==> src/rtl/raster_pkg.sv <==
// Shared types for the raster engine: window codes, decoded operations and
// sequencer states. Assumes a 32-bit host data path.
package raster_pkg;

    localparam int WORD_W    = 32;
    localparam int RUN_W     = 5;
    localparam int LEN_W     = RUN_W + 1;
    localparam int SRC_W     = 24;
    localparam logic [SRC_W-1:0] FILL_KEY = '1;

    typedef enum logic [1:0] {
        WIN_CTRL = 2'b00,
        WIN_STIP = 2'b01,
        WIN_BLIT = 2'b10,
        WIN_NONE = 2'b11
    } win_e;

    typedef enum logic [2:0] {
        OP_NONE,
        OP_COLOUR,
        OP_STIP,
        OP_FILL,
        OP_COPY
    } op_e;

    typedef enum logic [2:0] {
        S_IDLE,
        S_STIP,
        S_FILL,
        S_RD,
        S_WR,
        S_DONE
    } seq_e;

endpackage

==> src/rtl/raster_cmd_decode.sv <==
// Turns one accepted bus access into an engine operation.
// Assumes: fire is high only when the request is accepted. Only full-word,
// word-aligned writes produce an operation; everything else decodes to OP_NONE.
module raster_cmd_decode
    import raster_pkg::*;
#(
    parameter int PIX_AW = 12,
    localparam int BUS_AW = PIX_AW + 5
) (
    input  logic              fire,
    input  logic              we,
    input  logic [3:0]        be,
    input  logic [BUS_AW-1:0] addr,
    input  logic [WORD_W-1:0] wdata,
    output op_e               op,
    output logic [PIX_AW-1:0] dest,
    output logic [PIX_AW-1:0] src,
    output logic [LEN_W-1:0]  run_len
);

    win_e             win;
    logic             full_word;
    logic [SRC_W-1:0] src_field;
    logic             unused_bits;

    assign win       = win_e'(addr[BUS_AW-1 -: 2]);
    assign full_word = fire && we && (be == 4'hF) && (addr[1:0] == 2'b00);
    assign src_field = wdata[SRC_W-1:0];
    assign dest      = addr[PIX_AW+2:3];
    assign src       = src_field[PIX_AW-1:0];
    assign run_len   = {1'b0, wdata[SRC_W +: RUN_W]} + LEN_W'(1);
    assign unused_bits = ^{addr[2], wdata[WORD_W-1:SRC_W+RUN_W]};

    // Classify the access by window and source key.
    always_comb begin
        op = OP_NONE;
        if (full_word) begin
            unique case (win)
                WIN_CTRL: op = OP_COLOUR;
                WIN_STIP: op = OP_STIP;
                WIN_BLIT: op = (src_field == FILL_KEY) ? OP_FILL : OP_COPY;
                default:  op = OP_NONE;
            endcase
        end
    end

endmodule

==> src/rtl/raster_colour_reg.sv <==
// Foreground colour register. Loads the low data byte on a colour operation.
// Assumes: stays stable while the sequencer is busy, because no access is
// accepted in that time.
module raster_colour_reg
    import raster_pkg::*;
(
    input  logic       clk,
    input  logic       rst_n,
    input  op_e        op,
    input  logic [7:0] din,
    output logic [7:0] colour
);

    // Hold the colour; clear it on reset.
    always_ff @(posedge clk) begin
        if (!rst_n)
            colour <= 8'h00;
        else if (op == OP_COLOUR)
            colour <= din;
    end

endmodule

==> src/rtl/raster_sequencer.sv <==
// Runs one stipple, fill or copy command against a single-port byte memory.
// It makes at most one access per clock, and a copy does a read then a
// write for each pixel. A report cycle follows the last access.
// Assumes: the memory returns read data one cycle after the read, and start
// operations are presented only while idle.
module raster_sequencer
    import raster_pkg::*;
#(
    parameter int PIX_AW = 12
) (
    input  logic              clk,
    input  logic              rst_n,
    input  op_e               op,
    input  logic [PIX_AW-1:0] dest,
    input  logic [PIX_AW-1:0] src,
    input  logic [LEN_W-1:0]  run_len,
    input  logic [WORD_W-1:0] pattern,
    input  logic [7:0]        colour,
    output logic              busy,
    output logic              mem_en,
    output logic              mem_we,
    output logic [PIX_AW-1:0] mem_addr,
    output logic [7:0]        mem_wdata,
    input  logic [7:0]        mem_rdata,
    output logic              dirty_valid,
    output logic [PIX_AW-1:0] dirty_base,
    output logic [LEN_W-1:0]  dirty_len
);

    seq_e              st_q;
    logic [PIX_AW-1:0] base_q;
    logic [PIX_AW-1:0] src_q;
    logic [LEN_W-1:0]  idx_q;
    logic [LEN_W-1:0]  len_q;
    logic [WORD_W-1:0] pat_q;
    logic              last;

    assign last = (idx_q == len_q - LEN_W'(1));

    // Advance the command state, the pixel index and the pattern shifter.
    always_ff @(posedge clk) begin
        if (!rst_n) begin
            st_q   <= S_IDLE;
            base_q <= '0;
            src_q  <= '0;
            idx_q  <= '0;
            len_q  <= '0;
            pat_q  <= '0;
        end else begin
            unique case (st_q)
                S_IDLE: begin
                    idx_q <= '0;
                    if (op == OP_STIP) begin
                        st_q   <= S_STIP;
                        base_q <= dest;
                        pat_q  <= pattern;
                        len_q  <= LEN_W'(WORD_W);
                    end else if (op == OP_FILL) begin
                        st_q   <= S_FILL;
                        base_q <= dest;
                        len_q  <= run_len;
                    end else if (op == OP_COPY) begin
                        st_q   <= S_RD;
                        base_q <= dest;
                        src_q  <= src;
                        len_q  <= run_len;
                    end
                end
                S_STIP: begin
                    pat_q <= pat_q << 1;
                    idx_q <= idx_q + LEN_W'(1);
                    if (last) st_q <= S_DONE;
                end
                S_FILL: begin
                    idx_q <= idx_q + LEN_W'(1);
                    if (last) st_q <= S_DONE;
                end
                S_RD: st_q <= S_WR;
                S_WR: begin
                    idx_q <= idx_q + LEN_W'(1);
                    st_q  <= last ? S_DONE : S_RD;
                end
                S_DONE:  st_q <= S_IDLE;
                default: st_q <= S_IDLE;
            endcase
        end
    end

    // Drive the memory port for the current state.
    always_comb begin
        mem_en    = 1'b0;
        mem_we    = 1'b0;
        mem_addr  = base_q + PIX_AW'(idx_q);
        mem_wdata = colour;
        unique case (st_q)
            S_STIP: begin
                mem_en = pat_q[WORD_W-1];
                mem_we = pat_q[WORD_W-1];
            end
            S_FILL: begin
                mem_en = 1'b1;
                mem_we = 1'b1;
            end
            S_RD: begin
                mem_en   = 1'b1;
                mem_addr = src_q + PIX_AW'(idx_q);
            end
            S_WR: begin
                mem_en    = 1'b1;
                mem_we    = 1'b1;
                mem_wdata = mem_rdata;
            end
            default: ;
        endcase
    end

    assign busy        = (st_q != S_IDLE);
    assign dirty_valid = (st_q == S_DONE);
    assign dirty_base  = base_q;
    assign dirty_len   = len_q;

endmodule

==> src/rtl/raster_engine.sv <==
// Top of the raster engine. Accepts one bus access per cycle while idle,
// decodes it, holds the colour and runs the drawing sequencer. Reads are
// acknowledged one cycle later with zero data.
// Assumes: PIX_AW <= 20, so that the source field covers the frame.
module raster_engine
    import raster_pkg::*;
#(
    parameter int PIX_AW = 12,
    localparam int BUS_AW = PIX_AW + 5
) (
    input  logic              clk,
    input  logic              rst_n,
    input  logic              req_valid,
    output logic              req_ready,
    input  logic              req_we,
    input  logic [3:0]        req_be,
    input  logic [BUS_AW-1:0] req_addr,
    input  logic [31:0]       req_wdata,
    output logic              rd_valid,
    output logic [31:0]       rd_data,
    output logic              busy,
    output logic              mem_en,
    output logic              mem_we,
    output logic [PIX_AW-1:0] mem_addr,
    output logic [7:0]        mem_wdata,
    input  logic [7:0]        mem_rdata,
    output logic              dirty_valid,
    output logic [PIX_AW-1:0] dirty_base,
    output logic [5:0]        dirty_len
);

    logic              fire;
    op_e               op;
    logic [PIX_AW-1:0] dest;
    logic [PIX_AW-1:0] src;
    logic [LEN_W-1:0]  run_len;
    logic [7:0]        colour;

    assign req_ready = !busy;
    assign fire      = req_valid && req_ready;
    assign rd_data   = '0;

    // Acknowledge an accepted read in the following cycle.
    always_ff @(posedge clk) begin
        if (!rst_n) rd_valid <= 1'b0;
        else        rd_valid <= fire && !req_we;
    end

    raster_cmd_decode #(.PIX_AW(PIX_AW)) u_dec (
        .fire    (fire),
        .we      (req_we),
        .be      (req_be),
        .addr    (req_addr),
        .wdata   (req_wdata),
        .op      (op),
        .dest    (dest),
        .src     (src),
        .run_len (run_len)
    );

    raster_colour_reg u_col (
        .clk    (clk),
        .rst_n  (rst_n),
        .op     (op),
        .din    (req_wdata[7:0]),
        .colour (colour)
    );

    raster_sequencer #(.PIX_AW(PIX_AW)) u_seq (
        .clk         (clk),
        .rst_n       (rst_n),
        .op          (op),
        .dest        (dest),
        .src         (src),
        .run_len     (run_len),
        .pattern     (req_wdata),
        .colour      (colour),
        .busy        (busy),
        .mem_en      (mem_en),
        .mem_we      (mem_we),
        .mem_addr    (mem_addr),
        .mem_wdata   (mem_wdata),
        .mem_rdata   (mem_rdata),
        .dirty_valid (dirty_valid),
        .dirty_base  (dirty_base),
        .dirty_len   (dirty_len)
    );

endmodule

==> config.mk <==
export PLATFORM = sky130hd
export DESIGN_NAME = raster_engine
export DESIGN_NICKNAME = d
export VERILOG_FILES = /design/src/rtl/raster_pkg.sv /design/src/rtl/raster_cmd_decode.sv /design/src/rtl/raster_colour_reg.sv /design/src/rtl/raster_sequencer.sv /design/src/rtl/raster_engine.sv
export SDC_FILE = /design/constraint.sdc
export NUM_CORES = 1
export LEC_CHECK = 0
export BUFFER_PORTS_ARGS = -buffer_cell sky130_fd_sc_hd__buf_2
export CAP_MARGIN = 40
export CORE_MARGIN = 4
export CORE_UTILIZATION = 48
export CTS_CLUSTER_SIZE = 20
export DETAILED_ROUTE_END_ITERATION = 12
export GPL_ROUTABILITY_DRIVEN = 0
export HOLD_SLACK_MARGIN = 0.02
export PLACE_DENSITY = 0.78
export SKIP_LAST_GASP = 1
export SYNTH_ARGS = -nofsm -noshare
export SYNTH_HDL_FRONTEND = slang
export SYNTH_HIERARCHICAL = 1
export SYNTH_SLANG_ARGS = --single-unit
==> constraint.sdc <==
create_clock -name clk -period 3.2 [get_ports clk]
set_input_delay 0.48 -clock clk [delete_from_list [all_inputs] [get_ports clk]]
set_output_delay 0.48 -clock clk [all_outputs]
set_load 0.05 [all_outputs]
---- Yosys cells after proc, flatten, opt, wreduce, memory -nomap -nowiden ----
Cells that the tools add are included.
word-level totals
  bits in registers ....................... 80
  bits in latches ......................... 0
  memory bits (writable) .................. 0
  ROM bits ................................ 0
  input port bits ......................... 65
  output and inout port bits .............. 76
  word-level logic and storage cells ...... 76
  memories kept ........................... 0
operators by class
  add/sub/neg operators ................... 5
  multiply operators ...................... 0
  div/mod/pow operators ................... 0
  $lt $le $gt $ge ......................... 0
  equal/unequal tests ..................... 17
  shift operators ......................... 0
  muxes and demuxes ....................... 22
  bitwise gates (word level) .............. 2
  reductions and logical operators ........ 22
operator list
  cell                                                                    count
  32-bit one-hot mux with 2 select lines                                  1
  12-bit 2-to-1 mux                                                       4
  32-bit 2-to-1 mux                                                       1
  12-bit by 6-bit adder with 12-bit output                                2
  24-bit equality test (second input constant)                            1
  3-bit 2-to-1 mux                                                        7
  6-bit 2-to-1 mux                                                        3
  3-bit by 2-bit equality test with 1-bit output (second input constant)  4
  3-bit one-hot mux with 4 select lines                                   1
  6-bit one-hot mux with 2 select lines                                   1
  3-bit equality test (second input constant)                             3
  3-bit one-hot mux with 3 select lines                                   1
  8-bit 2-to-1 mux                                                        1
  5-bit by 1-bit adder with 6-bit output (second input constant)          1
  6-bit by 1-bit adder with 6-bit output (second input constant)          1
  3-bit by 1-bit equality test with 1-bit output (second input constant)  2
  6-bit equality test                                                     1
  2-bit AND reduction                                                     3
  3-bit nonzero test                                                      2
  3-bit OR reduction                                                      2
  6-bit by 1-bit subtractor with 6-bit output (second input constant)     1
  1-bit logical AND                                                       5
  4-bit equality test (second input constant)                             1
  2-bit zero test                                                         2
  other kinds (11)                                                        17

---- Longest topological paths before layout ----
Gate-level depths: netlist (run 1).
  depth after elaboration ................. 12
  depth in mapped cells ................... 17
  depth with buffers taken out ............ 14

---- Modules after synthesis ----
Netlist (run 1), hierarchy kept.
modules (own cells, without submodules)
  module             times used  cells an instance  area each (um2)  seq. area each (um2)
  raster_sequencer   1           474                3858.7           1421.4
  raster_cmd_decode  1           52                 361.6            0.0
  raster_colour_reg  1           36                 340.3            160.2
  raster_engine      1           37                 289.0            20.0

---- Worst setup path before layout (run 1) ----
No wires, ideal clock.
  path type ............................... register to output
  start ................................... register u_seq.st_q[2]
  end ..................................... output mem_addr[8]
  data arrival time ....................... 3351 ps
  data required time ...................... 2720 ps
  path slack .............................. -631 ps
  stages on the path, launching flop included .. 16
  buffers on the path ..................... 3
  path through ............................ dfxtp_1 > buf_4 > and3b_1 > clkbuf_1 > clkbuf_1 > nand2_1 > nand2_1 > ha_1 > inv_1 > fa_1 > nand3b_1 > a21boi_0 > o21ai_0 > a21oi_1 > xnor2_1 > mux2i_1
between the ends
  longest elaborated chain between the ends .. 2
ends and longest elaborated chain
  element                                         RTL line                source
  start, declared                                 raster_sequencer.sv:30  seq_e st_q;
  start signal, assigned                          raster_sequencer.sv:81  st_q <= last ? S_DONE : S_RD;
  3-bit by 2-bit equality test with 1-bit output  raster_sequencer.sv:95  unique case (st_q)
  12-bit 2-to-1 mux                               raster_sequencer.sv:95
  end, declared                                   raster_engine.sv:24     output logic [PIX_AW-1:0] mem_addr,
Every way passes these cells.

---- Worst setup path in the final report (run 1) ----
Ends and elaborated chain as after synthesis.

==> impl_metrics.toml, run 1 <==
[sta]
rsz0062_at_grt = "true"
skew_ps = 10.9
post-route-min-period_ps = 3260
worst_pin_slew_ps = 505
worst_slack_ps = -55.0
setup_viol = 2
finalMaxSlewViolations = 0
finalHoldViolCount = 0
maxSlewHeadroom_pct = 66.0
timing.final.crit_share_pct = 102
setup_tns_ps = -108
fmax_mhz = 307

[clocking]
clk_latency_ps = 360
cts_buffers = 9
path_clk_slew_ps = 90
cts_sinks = 80
cts_root_buffer = "clkbuf_8"
cts_tree = "yes"
htree_levels = 3
cts_hold_buf = 0
clockBufferDepth = 2

[floorplan]
die-width_microns = 109
pin_count = 141
start_util_pct = 49.4
die_height_microns = 109
design.die.area_sq_um = 11800
rows = 36
core_area_sq_um = 9820

[global_routing]
grt_pass1_wl_microns = 18900
grt_overflow = 0
grt_start_max_net_pins = 46
grt_usage_pct = 20.0
grt_pass1_vias = 3987
antenna_found_initial = 0

[cells_and_area]
stdcell_area_sq_um = 6020
post-route-util_pct = 61.4
fin_nets = 767
syn_to_final_growth_pct = 24.2
drive_gt1_share_pct = 33.8
instances_no_fill = 828
diodes = 0
fillers = 839

[detailed_routing]
routedWlPerCell_microns = 15.4
routed_via_density = 5.32
drt_first_pass_iters = 5
initialDrtViolationCount = 248
vias = 4402
drc = 0
detail-route-antenna-nets = 0
wirelength_microns = 12700

[setup_path]
critPathMaxFanout = 4
arrival_ps = 2780
slowest_delay_ps = 350
critPathBufInv = 2
crit_path_cell_trace = "and3b_2, nand2_2, nand2_2, ha_4, inv_2, fa_2, nand3b_1, a21boi_2, o21ai_2, a21oi_2, xnor2_1, mux2i_4, buf_6"
critPathCaptureType = "output pin"
crit_family = "simple AND/OR/NAND/NOR gates"
slowest_stage = "dfxtp_2"
startpoint_type = "flip-flop"
cp.required_ps = 2720
cp_common_cell = "nand2_2"
worstSetupPathType = "flip-flop to output pin"

[yosys]
synth_edf_count = 0
synthXorXnorAreaFrac_pct = 4.70
post-synth-top-area-cell = "dfxtp_1"
ys_warn_count = 6
postSynth.asyncResetShare_pct = 0
ys_ff_latch = 80
syn_area_per_cell_sq_um = 8.10
seq_area_frac_synth_pct = 33.0
synth_top_area_share_pct = 33.0
ys_types = 62
synth-simple-area-share_pct = 21.1
synth.area.top_cells = "dfxtp_1 (33%), mux2i_1 (12%), buf_4 (9.3%), nand2_1 (8.0%), a211oi_1 (5.1%)"
synth_top_family_by_area = "simple AND/OR/NAND/NOR gates"
synthAdderAreaFrac_pct = 3.25
netlist_area_sq_um = 4850
synth-compound-area-share_pct = 12.2
ys.flop_type = "dfxtp_1"
synth_cells = 599
synth_mux_area_share_pct = 11.8

[power]
p_seq_share_pct = 50.8
p_sw_share_pct = 28.2
p_total_uw = 1970
p_switching_uw = 555
p_leak_uw = 0.00283
ir_drop_v = 0.000274
pwr-share-clk_pct = 39.7
p_int_uw = 1410
combinationalPowerShare_pct = 9.5
pwr_density_cell_nw_per_um2 = 326

[run_status]
violations = "setup timing"
outcome = "finished with violations"

[worst_hold_path]
worst_hold_path_type = "input pin to flip-flop"

[placement]
io_buffers = 107
dpl-instance-area_sq_um = 5370
dp_hpwl_microns = 8860
dp_cells = 803

[run]
cap_violations = 0
[kinds of logic after synthesis]
family,count (synthesis)
XOR/XNOR,26
adder cells (fa/ha/maj),12
AND/OR/NAND/NOR,226
other,1
multiplexers,57
flip-flops,80
buffers and inverters,107
AO/OA/AOI/OAI,90
[metrics by stage]
step,hold slack [ps],setup WS [ps]
after CTS,332,-56.3
final,346,-55.0
after detailed placement,450,-19.9
after global routing,341,-154
after global placement,444,61.9
after floorplan,435,-33.3
[registers in the layout, summed over array words and instances (netlist names)]
signal	cells
u_seq/src_q	12
u_seq/st_q	3
u_seq/idx_q	6
u_seq/dirty_len	6
u_seq/pat_q	32
u_seq/dirty_base	12
rd_valid	1
u_col/colour	8
[routing by layer]
layer  part of all wire, %  wire [microns]  up-vias  track usage [%]
met5                     0               0        -                0
met4                   2.5             314        0             6.13
met2                    49            6270      174             33.6
met1                    41            5210     2060             25.3
met3                   7.5             952       28             4.90
li1                      -               -     2140                -
[worst paths after layout]
| kind | end | depth (start not counted) | slack, ps | startpoint |
|---|---|---|---|---|
| setup / recovery | mem_addr[8] | 13 | -60 | u_seq/st_q[2] |
| setup reg to reg | u_seq/pat_q[5] | 17 | 140 | u_seq/st_q[0] |
| hold / removal | u_seq/dirty_base[0] | 3 | 350 | req_addr[3] |
| hold reg to reg | u_col/colour[7] | 2 | 470 | u_col/colour[7] |
[power groups by stage]
stage,Clock [uW],Sequential (uW),Combinational (uW)
2_1_floorplan,0,1020,170
3_3_place_gp,0,1020,178
3_5_place_dp,0,1020,184
4_1_cts,793,998,184
5_1_grt,832,999,200
6_report,779,998,187
[cells in the mapped netlist (5+ instances only)]
cell type	count
dfxtp_1	80
ha_1	11
xnor2_1	15
nor2_1	61
o21ai_0	9
inv_1	14
nand2_1	103
buf_6	5
nor3_1	7
a21oi_1	29
buf_4	60
nand3_1	14
nand4_1	8
xor2_1	11
and3_1	5
mux2i_1	57
clkbuf_1	21
a211oi_1	33
[placed cells by master (no fill, tap or decap), drive strengths merged, types with 3 or more instances in the layout]
master	instances
xnor2	15
ha	11
inv	19
and2	3
o21ai	11
nor3	7
nor2	65
conb	32
nand4	8
a211oi	33
and3	5
dfxtp	80
nand2b	3
xor2	11
mux2i	57
a21oi	29
nand3	14
clkbuf	11
nand2	104
buf	137
[area by class of cell]
cell class	count	area (sq um)	share of cell area, %
multi-input cells	443	3120	51.7
flip-flops and latches	80	1610	26.6
repair buffers	139	867	14.4
well taps	133	166	2.76
clock buffers	9	124	2.06
clock inverters	7	80.1	1.33
inverters	17	66.3	1.10
[worst reg2reg max path, stage by stage, from the launching register on]
cell      delay [ps]
dfxtp_2          340
buf_4            150
inv_2            100
nand2_4           80
nor2_4           160
inv_2             50
and2b_2          200
nand4_1          110
or4_4            460
nor2_4           100
and3_4           210
buf_4            120
nor2b_4           30
nand2b_2          70
or2_2            130
buf_4            250
mux2i_1          280
a211oi_2         100
[timing repair]
item	4_1_cts	5_1_grt
cloned	0	1
resized for setup	31	59
pin swaps	7	19
setup buffers	2	6
setup endpoints to repair	7	63
(Power assumes the default switching activity.)
==> inputs of run 2 (changes only) <==
Settings changed: CORE_ASPECT_RATIO set to 0.6.
Clock period 3.2 ns to 2.9 ns, I/O delays scaled along.
==> run 2 against run 1 <==
The run still ends with setup timing left. Critical path type unchanged. Utilization grew 7.9 points. Count of clock-buffer cells in the layout up 1. Highest routed layer unchanged. Hold slack got worse by 16 ps. Clock skew shrank 4.3 ps. Routed wire length is 24% higher. Critical path depth is 2 lower. Die area grew 0.45%. Combinational power increased by 22%. Final cell count increased by 3.1%. Sequential share of layout area down 3.0 points.
==> impl_metrics.toml, run 2 (synthesized netlist as in run 1, its figures left out) <==
[floorplan]
start_util_pct = 49.3
die_height_microns = 85.9
core_area_sq_um = 9840
die-width_microns = 138
rows = 28
pin_count = 141
design.die.area_sq_um = 11800

[run_status]
outcome = "finished with violations"
violations = "setup timing"

[setup_path]
critPathBufInv = 2
worstSetupPathType = "flip-flop to output pin"
crit_path_cell_trace = "and3b_2, buf_12, nand2_2, nand2_2, ha_4, a21oi_4, o221ai_4, nand3_2, xor2_2, mux2i_4, buf_6"
arrival_ps = 2770
r2r-start = "u_seq/st_q[1]"
slowest_stage = "o221ai_4"
ff2ff_path_depth = 17
cp_common_cell = "nand2_2"
slowest_delay_ps = 370
startpoint_type = "flip-flop"
crit_family = "simple AND/OR/NAND/NOR gates"
cp.required_ps = 2470
critPathMaxFanout = 12
r2r_setup_slack_ps = -150
rr_endpoint = "u_seq/pat_q[0]"
critPathCaptureType = "output pin"

[cells_and_area]
post-route-util_pct = 69.3
largest-register = "u_seq/pat_q"
syn_to_final_growth_pct = 40.6
diodes = 0
fin_nets = 792
layout_common_cells = "buf_2 (100), nand2_1 (85), dfxtp_1 (77)"
largest_reg_flops = 32
drive_gt1_share_pct = 42.6
final_common_cell = "buf_2"

[global_routing]
grt_overflow = 0
grt_pass1_wl_microns = 21500
grt_pass1_vias = 4428
grt_start_max_net_pins = 45
antenna_found_initial = 0
grt_usage_pct = 23.0

[clocking]
path_clk_slew_ps = 60
clk_latency_ps = 340
clockBufferDepth = 2
cts_hold_buf = 0
cts_tree = "yes"
cts_sinks = 80
cts_buffers = 9
cts_root_buffer = "clkbuf_16"
htree_levels = 3

[sta]
fmax_mhz = 312
finalMaxSlewViolations = 0
rsz0062_at_grt = "true"
finalHoldViolCount = 0
setup_viol = 61
holdWs_ps = 330
worst_pin_slew_ps = 569
post-route-min-period_ps = 3200
skew_ps = 6.64
maxSlewHeadroom_pct = 62.0
timing.final.crit_share_pct = 110
setup_tns_ps = -5740
worst_slack_ps = -304

[detailed_routing]
initialDrtViolationCount = 349
drc = 0
routedWlPerCell_microns = 18.5
routed_via_density = 5.54
vias = 4728
drt_first_pass_iters = 5
detail-route-antenna-nets = 0
wirelength_microns = 15800

[worst_hold_path]
hold_depth = 3
hold_end = "u_seq/dirty_base[9]"
hp-start = "req_addr[12]"
worst_hold_path_type = "input pin to flip-flop"

[placement]
dp_hpwl_microns = 9510
io_buffers = 107

[power]
p_leak_uw = 0.00312
ir_drop_v = 0.000311
pwr_density_cell_nw_per_um2 = 386
p_total_uw = 2630

[run]
cap_violations = 0
[run 2: cell types whose count changed in the layout (fill, tap and decap cells not counted), sizes merged]
cell and change:
buf +23, clkinv -1, clkbuf +3, bufinv +2, clkinvlp -1, inv -2
[run 2: power by group]
| part | leakage, uW | internal, uW | switching, uW | total (uW) |
|---|---|---|---|---|
| logic | 0.00231 | 53.3 | 174 | 228 |
| clock network | 0.000159 | 838 | 462 | 1300 |
| registers | 0.000646 | 1100 | 1.85 | 1100 |
| total | 0.00312 | 1990 | 639 | 2630 |
[run 2: final cells by class]
type,count,area [sq um]
Fill cell,720,3030
Inverter,17,73.8
Multi-Input combinational cell,443,3370
Clock inverter,5,106
Sequential cell,80,1610
Clock buffer,10,229
Timing Repair Buffer,164,1260
Tap cell,135,169
[run 2: worst reg2reg max path, delay by kind of cell (launching register included)]
kind | cells | cell delay, ps
AOI/OAI and AO/OA | 1 | 120
buffers and inverters | 6 | 710
DFF | 1 | 360
muxes | 1 | 150
and+or+nand+nor | 9 | 1600
[run 2: how the worst max path moves through the flow]
stage                   from                   to  slack [ps]  cells past startpoint
2_1_floorplan  u_seq/st_q[2]          mem_addr[8]        -140                     15
3_3_place_gp   u_seq/st_q[1]         mem_addr[11]         -30                     12
3_5_place_dp   u_seq/st_q[0]  u_seq/dirty_base[6]        -100                     16
4_1_cts        u_seq/st_q[1]          mem_addr[8]        -250                     13
5_1_grt        u_seq/st_q[0]         mem_addr[11]        -380                     11
6_report       u_seq/st_q[0]         mem_addr[11]        -300                     11
[run 2: routing by layer]
| layer | global-route usage, % | routed length (microns) | vias to the layer above |
|---|---|---|---|
| met5 | 0 | 0 | - |
| met2 | 36.2 | 7600 | 258 |
| li1 | - | - | 2181 |
| met1 | 30.9 | 6590 | 2249 |
| met3 | 5.39 | 1250 | 40 |
| met4 | 8.34 | 393 | 0 |
[run 2: per-stage QoR]
| step | setup slack (ps) | area [sq um] | cells |
|---|---|---|---|
| 2_1_floorplan | -137 | 5220 | 630 |
| 4_1_cts | -254 | 6290 | 843 |
| 3_3_place_gp | -27.9 | 5630 | 821 |
| 6_report | -304 | 6820 | 854 |
| 3_5_place_dp | -102 | 5670 | 823 |
| 5_1_grt | -380 | 6820 | 854 |
[run 2: what timing repair did]
action | in CTS | in global routing
setup endpoints to repair | 60 | 69
buffers inserted | 5 | 7
gates resized for setup | 46 | 81
cloned | 1 | 4
pin swaps | 13 | 53
